File: src/rtl/pmu_pkg.sv
package pmu_pkg;
  localparam int VPN_W = 20;
  localparam int OFF_W = 12;
  localparam int FLG_W = 5;

  localparam int FLG_V = 0;
  localparam int FLG_X = 1;
  localparam int FLG_W_BIT = 2;
  localparam int FLG_R = 3;
  localparam int G_BIT = 5;

  typedef enum logic [1:0] {
    ACC_RD  = 2'b00,
    ACC_WR  = 2'b01,
    ACC_EX  = 2'b10,
    ACC_RSV = 2'b11
  } acc_e;

  typedef enum logic [1:0] {
    CAUSE_NONE = 2'b00,
    CAUSE_MISS = 2'b01,
    CAUSE_RX   = 2'b10,
    CAUSE_WR   = 2'b11
  } cause_e;
endpackage

File: src/rtl/pmu_match.sv
module pmu_match #(
  parameter int NUM_ENTRIES = 4,
  parameter int KEY_W       = 20,
  localparam int IW         = (NUM_ENTRIES > 1) ? $clog2(NUM_ENTRIES) : 1
) (
  input  logic [NUM_ENTRIES-1:0][KEY_W-1:0] keys_i,
  input  logic [NUM_ENTRIES-1:0]            used_i,
  input  logic [KEY_W-1:0]                  key_i,
  output logic                              hit_o,
  output logic [IW-1:0]                     idx_o,
  output logic [NUM_ENTRIES-1:0]            hits_o
);
  for (genvar g = 0; g < NUM_ENTRIES; g++) begin : g_cmp
    assign hits_o[g] = used_i[g] && (keys_i[g] == key_i);
  end

  assign hit_o = |hits_o;

  // Lowest index wins; at most one bit is expected to be set.
  always_comb begin
    idx_o = '0;
    for (int i = NUM_ENTRIES - 1; i >= 0; i--) begin
      if (hits_o[i]) idx_o = IW'(i);
    end
  end
endmodule

File: src/rtl/pmu_rr_ptr.sv
module pmu_rr_ptr #(
  parameter int NUM_ENTRIES = 4,
  localparam int IW         = (NUM_ENTRIES > 1) ? $clog2(NUM_ENTRIES) : 1
) (
  input  logic          clk,
  input  logic          rst,
  input  logic          adv_i,
  output logic [IW-1:0] ptr_o
);
  localparam logic [IW-1:0] LAST = IW'(NUM_ENTRIES - 1);

  always_ff @(posedge clk) begin
    if (rst)        ptr_o <= '0;
    else if (adv_i) ptr_o <= (ptr_o == LAST) ? '0 : ptr_o + 1'b1;
  end

  AST_PTR_IN_RANGE: assert property (@(posedge clk) disable iff (rst)
    adv_i |=> ptr_o <= LAST);
endmodule

File: src/rtl/page_map_unit.sv
module page_map_unit #(
  parameter int NUM_ENTRIES = 4
) (
  input  logic        clk,
  input  logic        rst,
  input  logic [3:0]  lvl_i,
  input  logic        req_valid_i,
  input  logic [31:0] req_addr_i,
  input  logic [1:0]  req_kind_i,
  input  logic        tma_wr_i,
  input  logic [31:0] tma_wdata_i,
  input  logic        dat_wr_i,
  input  logic [31:0] dat_wdata_i,
  output logic        rsp_valid_o,
  output logic [31:0] rsp_addr_o,
  output logic        rsp_trap_o,
  output logic [31:0] tma_o,
  output logic [31:0] dat_o
);
  import pmu_pkg::*;

  localparam int IW    = (NUM_ENTRIES > 1) ? $clog2(NUM_ENTRIES) : 1;
  localparam int PAD_W = 32 - VPN_W - FLG_W;

  // Table state
  logic [NUM_ENTRIES-1:0][VPN_W-1:0] vpn_q;
  logic [NUM_ENTRIES-1:0][VPN_W-1:0] ppn_q;
  logic [NUM_ENTRIES-1:0][FLG_W-1:0] flg_q;
  logic [NUM_ENTRIES-1:0]            used_q;

  logic unused_bits;
  assign unused_bits = ^{lvl_i[2:0], dat_wdata_i[OFF_W-1:G_BIT+1]};

  // Request-side search
  logic                   hit_req;
  logic [IW-1:0]          idx_req;
  logic [NUM_ENTRIES-1:0] hits_req;

  pmu_match #(.NUM_ENTRIES(NUM_ENTRIES), .KEY_W(VPN_W)) u_match_req (
    .keys_i (vpn_q),
    .used_i (used_q),
    .key_i  (req_addr_i[31:OFF_W]),
    .hit_o  (hit_req),
    .idx_o  (idx_req),
    .hits_o (hits_req)
  );

  // Software-side search, keyed by the trap-address register
  logic                   hit_sw;
  logic [IW-1:0]          idx_sw;
  logic [NUM_ENTRIES-1:0] hits_sw;

  pmu_match #(.NUM_ENTRIES(NUM_ENTRIES), .KEY_W(VPN_W)) u_match_sw (
    .keys_i (vpn_q),
    .used_i (used_q),
    .key_i  (tma_o[31:OFF_W]),
    .hit_o  (hit_sw),
    .idx_o  (idx_sw),
    .hits_o (hits_sw)
  );

  // Replacement pointer
  logic [IW-1:0] rr_ptr;
  logic          sw_map_wr;
  logic          sw_glob_wr;
  logic          alloc;
  logic [IW-1:0] wr_idx;

  assign sw_map_wr  = dat_wr_i && !dat_wdata_i[G_BIT];
  assign sw_glob_wr = dat_wr_i &&  dat_wdata_i[G_BIT];
  assign alloc      = sw_map_wr && !hit_sw;
  assign wr_idx     = hit_sw ? idx_sw : rr_ptr;

  pmu_rr_ptr #(.NUM_ENTRIES(NUM_ENTRIES)) u_rr (
    .clk   (clk),
    .rst   (rst),
    .adv_i (alloc),
    .ptr_o (rr_ptr)
  );

  // Entry update
  for (genvar g = 0; g < NUM_ENTRIES; g++) begin : g_ent
    always_ff @(posedge clk) begin
      if (rst) begin
        vpn_q[g]  <= '0;
        ppn_q[g]  <= '0;
        flg_q[g]  <= '0;
        used_q[g] <= 1'b0;
      end else if (sw_glob_wr) begin
        flg_q[g] <= flg_q[g] & dat_wdata_i[FLG_W-1:0];
      end else if (sw_map_wr && (wr_idx == IW'(g))) begin
        vpn_q[g]  <= tma_o[31:OFF_W];
        ppn_q[g]  <= dat_wdata_i[31:OFF_W];
        flg_q[g]  <= dat_wdata_i[FLG_W-1:0];
        used_q[g] <= 1'b1;
      end
    end
  end

  // Rights check
  logic [FLG_W-1:0] flg_req;
  cause_e           cause;
  logic             trap_c;
  logic [31:0]      xaddr;

  assign flg_req = flg_q[idx_req];

  always_comb begin
    cause = CAUSE_NONE;
    if (lvl_i[3]) begin
      if (!hit_req || !flg_req[FLG_V]) begin
        cause = CAUSE_MISS;
      end else begin
        unique case (acc_e'(req_kind_i))
          ACC_WR:  if (!flg_req[FLG_W_BIT]) cause = CAUSE_WR;
          ACC_EX:  if (!flg_req[FLG_X])     cause = CAUSE_RX;
          default: if (!flg_req[FLG_R])     cause = CAUSE_RX;
        endcase
      end
    end
    trap_c = (cause != CAUSE_NONE);
    xaddr  = req_addr_i;
    if (lvl_i[3] && !trap_c) xaddr = {ppn_q[idx_req], req_addr_i[OFF_W-1:0]};
  end

  // Registered response and trap-address register
  always_ff @(posedge clk) begin
    if (rst) begin
      rsp_valid_o <= 1'b0;
      rsp_addr_o  <= '0;
      rsp_trap_o  <= 1'b0;
      tma_o       <= '0;
    end else begin
      rsp_valid_o <= req_valid_i;
      rsp_trap_o  <= req_valid_i && trap_c;
      if (req_valid_i) rsp_addr_o <= xaddr;
      if (req_valid_i && trap_c) tma_o <= {req_addr_i[31:2], cause};
      else if (tma_wr_i)         tma_o <= tma_wdata_i;
    end
  end

  // Data register view of the selected page
  assign dat_o = hit_sw ? {ppn_q[idx_sw], {PAD_W{1'b0}}, flg_q[idx_sw]} : '0;

  AST_RSP_FOLLOWS_REQ: assert property (@(posedge clk) disable iff (rst)
    !$past(rst) |-> rsp_valid_o == $past(req_valid_i));
  AST_BYPASS_PASSES: assert property (@(posedge clk) disable iff (rst)
    (!$past(rst) && $past(req_valid_i) && !$past(lvl_i[3]))
      |-> (rsp_addr_o == $past(req_addr_i)) && !rsp_trap_o);
  AST_TRAP_NEEDS_LEVEL: assert property (@(posedge clk) disable iff (rst)
    (!$past(rst) && rsp_trap_o) |-> $past(req_valid_i) && $past(lvl_i[3]));
  AST_TMA_HOLDS: assert property (@(posedge clk) disable iff (rst)
    (!$past(rst) && !rsp_trap_o && !$past(tma_wr_i)) |-> $stable(tma_o));
  AST_REQ_SINGLE_HIT: assert property (@(posedge clk) disable iff (rst)
    $onehot0(hits_req));
  AST_SW_SINGLE_HIT: assert property (@(posedge clk) disable iff (rst)
    $onehot0(hits_sw));
endmodule

File: config.mk
export PLATFORM = sky130hd
export DESIGN_NAME = page_map_unit
export DESIGN_NICKNAME = d
export VERILOG_FILES = /design/src/rtl/pmu_pkg.sv /design/src/rtl/pmu_match.sv /design/src/rtl/pmu_rr_ptr.sv /design/src/rtl/page_map_unit.sv
export SDC_FILE = /design/constraint.sdc
export NUM_CORES = 1
export LEC_CHECK = 0
export CAP_MARGIN = 20
export CORE_ASPECT_RATIO = 2
export CORE_MARGIN = 2
export CORE_UTILIZATION = 55
export CTS_BUF_LIST = sky130_fd_sc_hd__clkbuf_2 sky130_fd_sc_hd__clkbuf_4 sky130_fd_sc_hd__clkbuf_8
export DETAILED_ROUTE_END_ITERATION = 6
export DONT_BUFFER_PORTS = 1
export GPL_ROUTABILITY_DRIVEN = 0
export PLACE_DENSITY = 0.7
export SLEW_MARGIN = 20
export SYNTH_ARGS = -nofsm -noshare
export SYNTH_HDL_FRONTEND = slang
export SYNTH_HIERARCHICAL = 1
export SYNTH_SLANG_ARGS = --single-unit
File: constraint.sdc
create_clock -name clk -period 4.5 [get_ports clk]
set_input_delay 0.225 -clock clk [delete_from_list [all_inputs] [get_ports clk]]
set_output_delay 0.225 -clock clk [all_outputs]
set_load 0.02 [all_outputs]
==> results.yml, run 1 <==
status:
  status: "finished clean"
drt:
  vias: 11800
  m1WireLength_microns: 15000
  wl_met2_microns: 22300
  drtIter0Drc: 879
  wl_met3_microns: 4150
  post_drt_wl_per_cell_microns: 23.5
  ant_nets: 0
  routed_via_density: 6.16
  firstDrtPassIters: 5
  drt_wl_total_microns: 44900
  highest_layer: "met4"
  drc: 0
sta:
  rsz0062_at_grt: "no"
  fin_tns_setup_ps: 0
  finalCritPeriodShare_pct: 98.2
  slew_headroom_pct: 17.8
  skew_ps: 32.6
  setup_slack_ps: 81.5
  fin_crit_ps: 4420
  final_max_slew_viol_count: 0
  max_freq_mhz: 226
  worst_pin_slew_ps: 1230
  setup_viol: 0
  hold_violations: 0
cells_and_area:
  diodes: 0
  area_growth_pct: 20.0
  fill_cells: 1861
  final_layout_size_suffix_gt1_share_pct: 14.2
  fin_area_sq_mm: 0.0156
  finalNetCount: 1715
power:
  p_int_mw: 3.58
  p_total_mw: 4.95
  swShare_pct: 27.7
  switching_power_mw: 1.37
  pwr-share-comb_pct: 13.2
  leakagePower_nw: 5.53
  power.share.clock_pct: 37.9
  seq_power_share_pct: 48.9
  powerDensity_mw_per_mm2: 317
  ir_drop_mv: 0.296
die:
  start_util_pct: 56.1
  die_w_microns: 113
  std_cell_rows: 79
  pin_count: 205
  core_sq_mm: 0.0232
  die-area_sq_mm: 0.0250
  die_h_microns: 222
worst_setup_path:
  cp_max_fo: 20
  path_delay_family: "simple AND/OR/NAND/NOR gates"
  max_stage_delay_ps: 600
  critPathCaptureType: "flop"
  setup.worst_path.class: "reg2reg"
  required_ps: 5000
  cp-start-kind: "flop"
  cp_slowest_cell: "dfxtp_1"
  crit_path_frequent_cell: "nand4_1"
  crit_chain: "xnor2_1 > nand4_1 > nor4_1 > nand4_1 > nand4_1 > mux2_2 > nor2b_1 > nand2_1 > buf_4 > nand2_1 > a21oi_1 > dlygate4sd3_1"
  critical_path_buf_inv_count: 2
  cp.arrival_ps: 4920
placement:
  portBuffers: 0
  dp_slack_ps: 407
  hpwl_microns: 27300
  placed_cell_area_sq_mm: 0.0133
synth:
  syn_area_per_cell_sq_um: 8.82
  ys_warn_count: 6
  synth_cells: 1477
  mappedNetlistArea_sq_mm: 0.0130
clocking:
  cts_tree: "yes"
  cts.sinks: 252
  root_buffer: "clkbuf_8"
  clockBufferDepth: 3
  cts_buffers: 37
  path_clk_slew_ps: 60
  clkLatencyLatePin_ps: 560
  htreeDepth: 2
global_route:
  grt_pass1_wl_microns: 69000
  grt_max_degree: 211
  grt_pass1_vias: 11800
  grt_overflow: 0
  track_usage_pct: 35.4
  antenna_found_initial: 1
flow_run:
  drv_cap: 0
worst_hold_path:
  min_path_type: "in2reg"
cells in the final DEF, fill, tap and decap left out, types with 44 or more instances in the layout:
cell type and instances:
mux4_2 47, xnor2_1 98, nand4_1 46, nand2_1 330
mux2i_1 48, clkbuf_8 44, dfxtp_1 250, buf_4 45
xor2_1 62, a21oi_1 174, nor2_1 76, dlygate4sd3_1 147
power groups by stage:
stage          clock [mW]  sequential, mW  combinational [mW]
2_1_floorplan           0            2.47               0.363
3_3_place_gp            0            2.46               0.453
3_5_place_dp            0            2.47               0.462
4_1_cts              1.91            2.42               0.629
5_1_grt              1.98            2.43               0.687
6_report             1.88            2.42               0.652
routing by layer:
metal	global-route usage, %	vias up
met5	0	-
met2	60.7	573
met1	37.8	5606
li1	-	5382
met4	22.8	0
met3	9.70	198
metrics by stage:
step / utilization (%) / instances / hold WS, ps
5_1_grt: 67.3 / 1910 / 38.0
3_3_place_gp: 57.5 / 1697 / 328
2_1_floorplan: - / 1483 / 294
6_report: 67.3 / 1910 / 22.8
3_5_place_dp: 57.5 / 1697 / 333
4_1_cts: 67.2 / 1907 / 1.67
flip-flops by register name, indices dropped and copies added (netlist names):
register / flops
vpn_q: 80
flg_q: 20
rsp_addr_o: 32
tma_o: 32
rsp_valid_o: 1
u_rr/ptr_o: 2
rsp_trap_o: 1
used_q: 4
ppn_q: 80
what timing repair did:
action / CTS / global route
buffers inserted: 0 / 3
setup endpoints to repair: 0 / 30
hold buffers: 149 / 0
endpoints found under the hold margin: 252 / 0
resized for setup: 0 / 3
worst min-delay path, delay by kind of cell:
kind            cells  cell delay, ps
compound gates      2             200
mux                 1             120
cell type report:
class	instances	area [sq um]	share of cell area [%]
inverter	9	33.8	0.216
timing repair buffer	200	1980	12.6
clock buffer	56	696	4.45
sequential	252	5050	32.3
clock inverter	5	28.8	0.184
tap	283	354	2.26
multi-input combinational	1105	7510	48.0
worst paths after layout:
path                            startpoint  slack [ps]  depth (start not counted)         to
worst max register to register   tma_o[27]          80                         12  vpn_q[73]
worst min-delay path              tma_wr_i          20                          3   tma_o[0]
worst min register to register   ppn_q[76]         470                          2  ppn_q[76]
worst max-delay path             tma_o[27]          80                         12  vpn_q[73]
(Power assumes the default switching activity.)
==> run 2, diff against run 1 <==
==> constraint.sdc (replaced) <==
create_clock -name clk -period 4.4 [get_ports clk]
set_input_delay 0.22 -clock clk [delete_from_list [all_inputs] [get_ports clk]]
set_output_delay 0.22 -clock clk [all_outputs]
set_load 0.02 [all_outputs]
==> run 2 against run 1 <==
Clock skew fell by 2.2 ps. Sequential share of layout area fell by 0.18 points. Critical endpoint is now rsp_trap_o. Sequential power rose by 3%. Sequential cell count unchanged. Critical path type unchanged. Highest routed layer is now met5. Combinational power shrank 2%. Power rose by 4.8%. Global-route usage is 0.70 points lower. Cell count is 0.26% higher. Critical path depth is 3 higher. Clock power grew 9.6%. Final area is 0.54% higher.
==> results.yml, run 2 (same netlist as run 1, synthesis figures left out) <==
placement:
  portBuffers: 0
  placed_cell_area_sq_mm: 0.0134
  dp.cells: 1698
  hpwl_microns: 27100
  dp_slack_ps: 341
sta:
  hold_violations: 0
  worst_pin_slew_ps: 1140
  final_max_slew_viol_count: 0
  slew_headroom_pct: 24.2
  setup_viol: 0
  finalCritPeriodShare_pct: 96.6
  fin_crit_ps: 4250
  setup_slack_ps: 151
  rsz0062_at_grt: "no"
  max_freq_mhz: 235
  hold_ws_ps: 16.2
  skew_ps: 30.5
  fin_tns_setup_ps: 0
drt:
  ant_nets: 0
  drtIter0Drc: 944
  drt_wl_total_microns: 44400
  post_drt_wl_per_cell_microns: 23.2
  vias: 11900
  drc: 0
  firstDrtPassIters: 6
  routed_via_density: 6.22
worst_hold_path:
  min_path_type: "in2reg"
  hold_start: "tma_wdata_i[0]"
clocking:
  htreeDepth: 2
  root_buffer: "clkbuf_8"
  path_clk_slew_ps: 70
  cts_tree: "yes"
  cts_buffers: 38
  clkLatencyLatePin_ps: 550
  cts.sinks: 252
  clockBufferDepth: 3
worst_setup_path:
  cp-endpoint: "rsp_trap_o"
  cp_max_fo: 32
  critPathLaunch: "vpn_q[21]"
  cp_slowest_cell: "dlygate4sd3_1"
  setup.worst_path.class: "reg2reg"
  max_stage_delay_ps: 540
  timing.rr.start: "vpn_q[21]"
  cp-start-kind: "flop"
  cp.arrival_ps: 4740
  worstRegToRegCells: 15
  r2r_end: "rsp_trap_o"
  r2r_setup_slack_ps: 150
  crit_chain: "xnor2_1 > nand4_1 > nor4_1 > nand4_1 > inv_1 > a211oi_4 > buf_4 > mux4_2 > nand2b_1 > a2111oi_4 > buf_4 > o21ai_4 > buf_12 > nor2_1 > dlygate4sd3_1"
  required_ps: 4890
  critPathCaptureType: "flop"
status:
  status: "finished clean"
cells_and_area:
  reg_top3: "ppn_q x80, vpn_q x80"
  mostFrequentLayoutCells: "nand2_1, dfxtp_1, a21oi_1"
  layout_commonest_cell: "nand2_1"
  final_layout_size_suffix_gt1_share_pct: 14.7
  area_growth_pct: 20.7
  finalNetCount: 1715
  fin_area_sq_mm: 0.0157
  fin_cells: 1915
flow_run:
  drv_cap: 0
power:
  powerDensity_mw_per_mm2: 330
  ir_drop_mv: 0.306
  leakagePower_nw: 5.62
die:
  core_sq_mm: 0.0232
  pin_count: 205
  die_w_microns: 113
  die-area_sq_mm: 0.0250
  die_h_microns: 222
  std_cell_rows: 79
  start_util_pct: 56.1
global_route:
  grt_overflow: 0
  antenna_found_initial: 1
  grt_max_degree: 201
  track_usage_pct: 34.7
  grt_pass1_wl_microns: 67600
  grt_pass1_vias: 12000
## run 2: layout make-up
class	count	area [sq um]
timing repair buffer	199	1980
sequential	252	5050
inverter	9	33.8
clock buffer	59	737
multi-input combinational	1105	7510
tap	283	354
clock inverter	7	62.6
fill	1933	7500
antenna	1	2.50
## run 2: worst min-delay path by stage
stage,to,slack (ps),depth (start not counted)
final,tma_o[0],20,3
after global routing,tma_o[29],2,2
after CTS,tma_o[29],0.1,2
after detailed placement,u_rr/ptr_o[1],320,1
after global placement,u_rr/ptr_o[1],320,1
after floorplan,u_rr/ptr_o[0],290,1
## run 2: worst max-delay path, delay by kind of cell (launching register included)
family / cells / cell delay [ps]
buffers and inverters: 5 / 1420
and+or+nand+nor: 5 / 1270
AOI/OAI and AO/OA: 3 / 490
muxes: 1 / 420
DFF: 1 / 410
xor gates and xnor gates: 1 / 170
## run 2: routing by layer
| layer | track usage, % | up-vias | share of wire (%) |
|---|---|---|---|
| met4 | 25.2 | 2 | 8.2 |
| met3 | 9.40 | 224 | 9.4 |
| met2 | 59.5 | 621 | 50 |
| li1 | - | 5385 | - |
| met1 | 35.8 | 5671 | 33 |
| met5 | 0 | - | 0.029 |
## run 2: repair_timing
action | in CTS | in global routing
hold buffers | 144 | 1
resized for setup | 0 | 2
setup endpoints to repair | 0 | 42
hold endpoints to repair | 252 | 1
buffers inserted | 0 | 5
## run 2: through the flow
step                      utilization (%)  power, mW
after detailed placement             57.6       3.00
final                                67.7       5.19
after global placement               57.6       2.99
after CTS                            67.4       5.18
after floorplan                         -       2.90
after global routing                 67.7       5.33
## run 2: power breakdown
part / switching (mW) / leakage (nW) / internal (mW)
Combinational: 0.351 / 3.14 / 0.288
Clock: 0.939 / 0.427 / 1.12
Sequential: 0.134 / 2.05 / 2.36
Total: 1.42 / 5.62 / 3.77
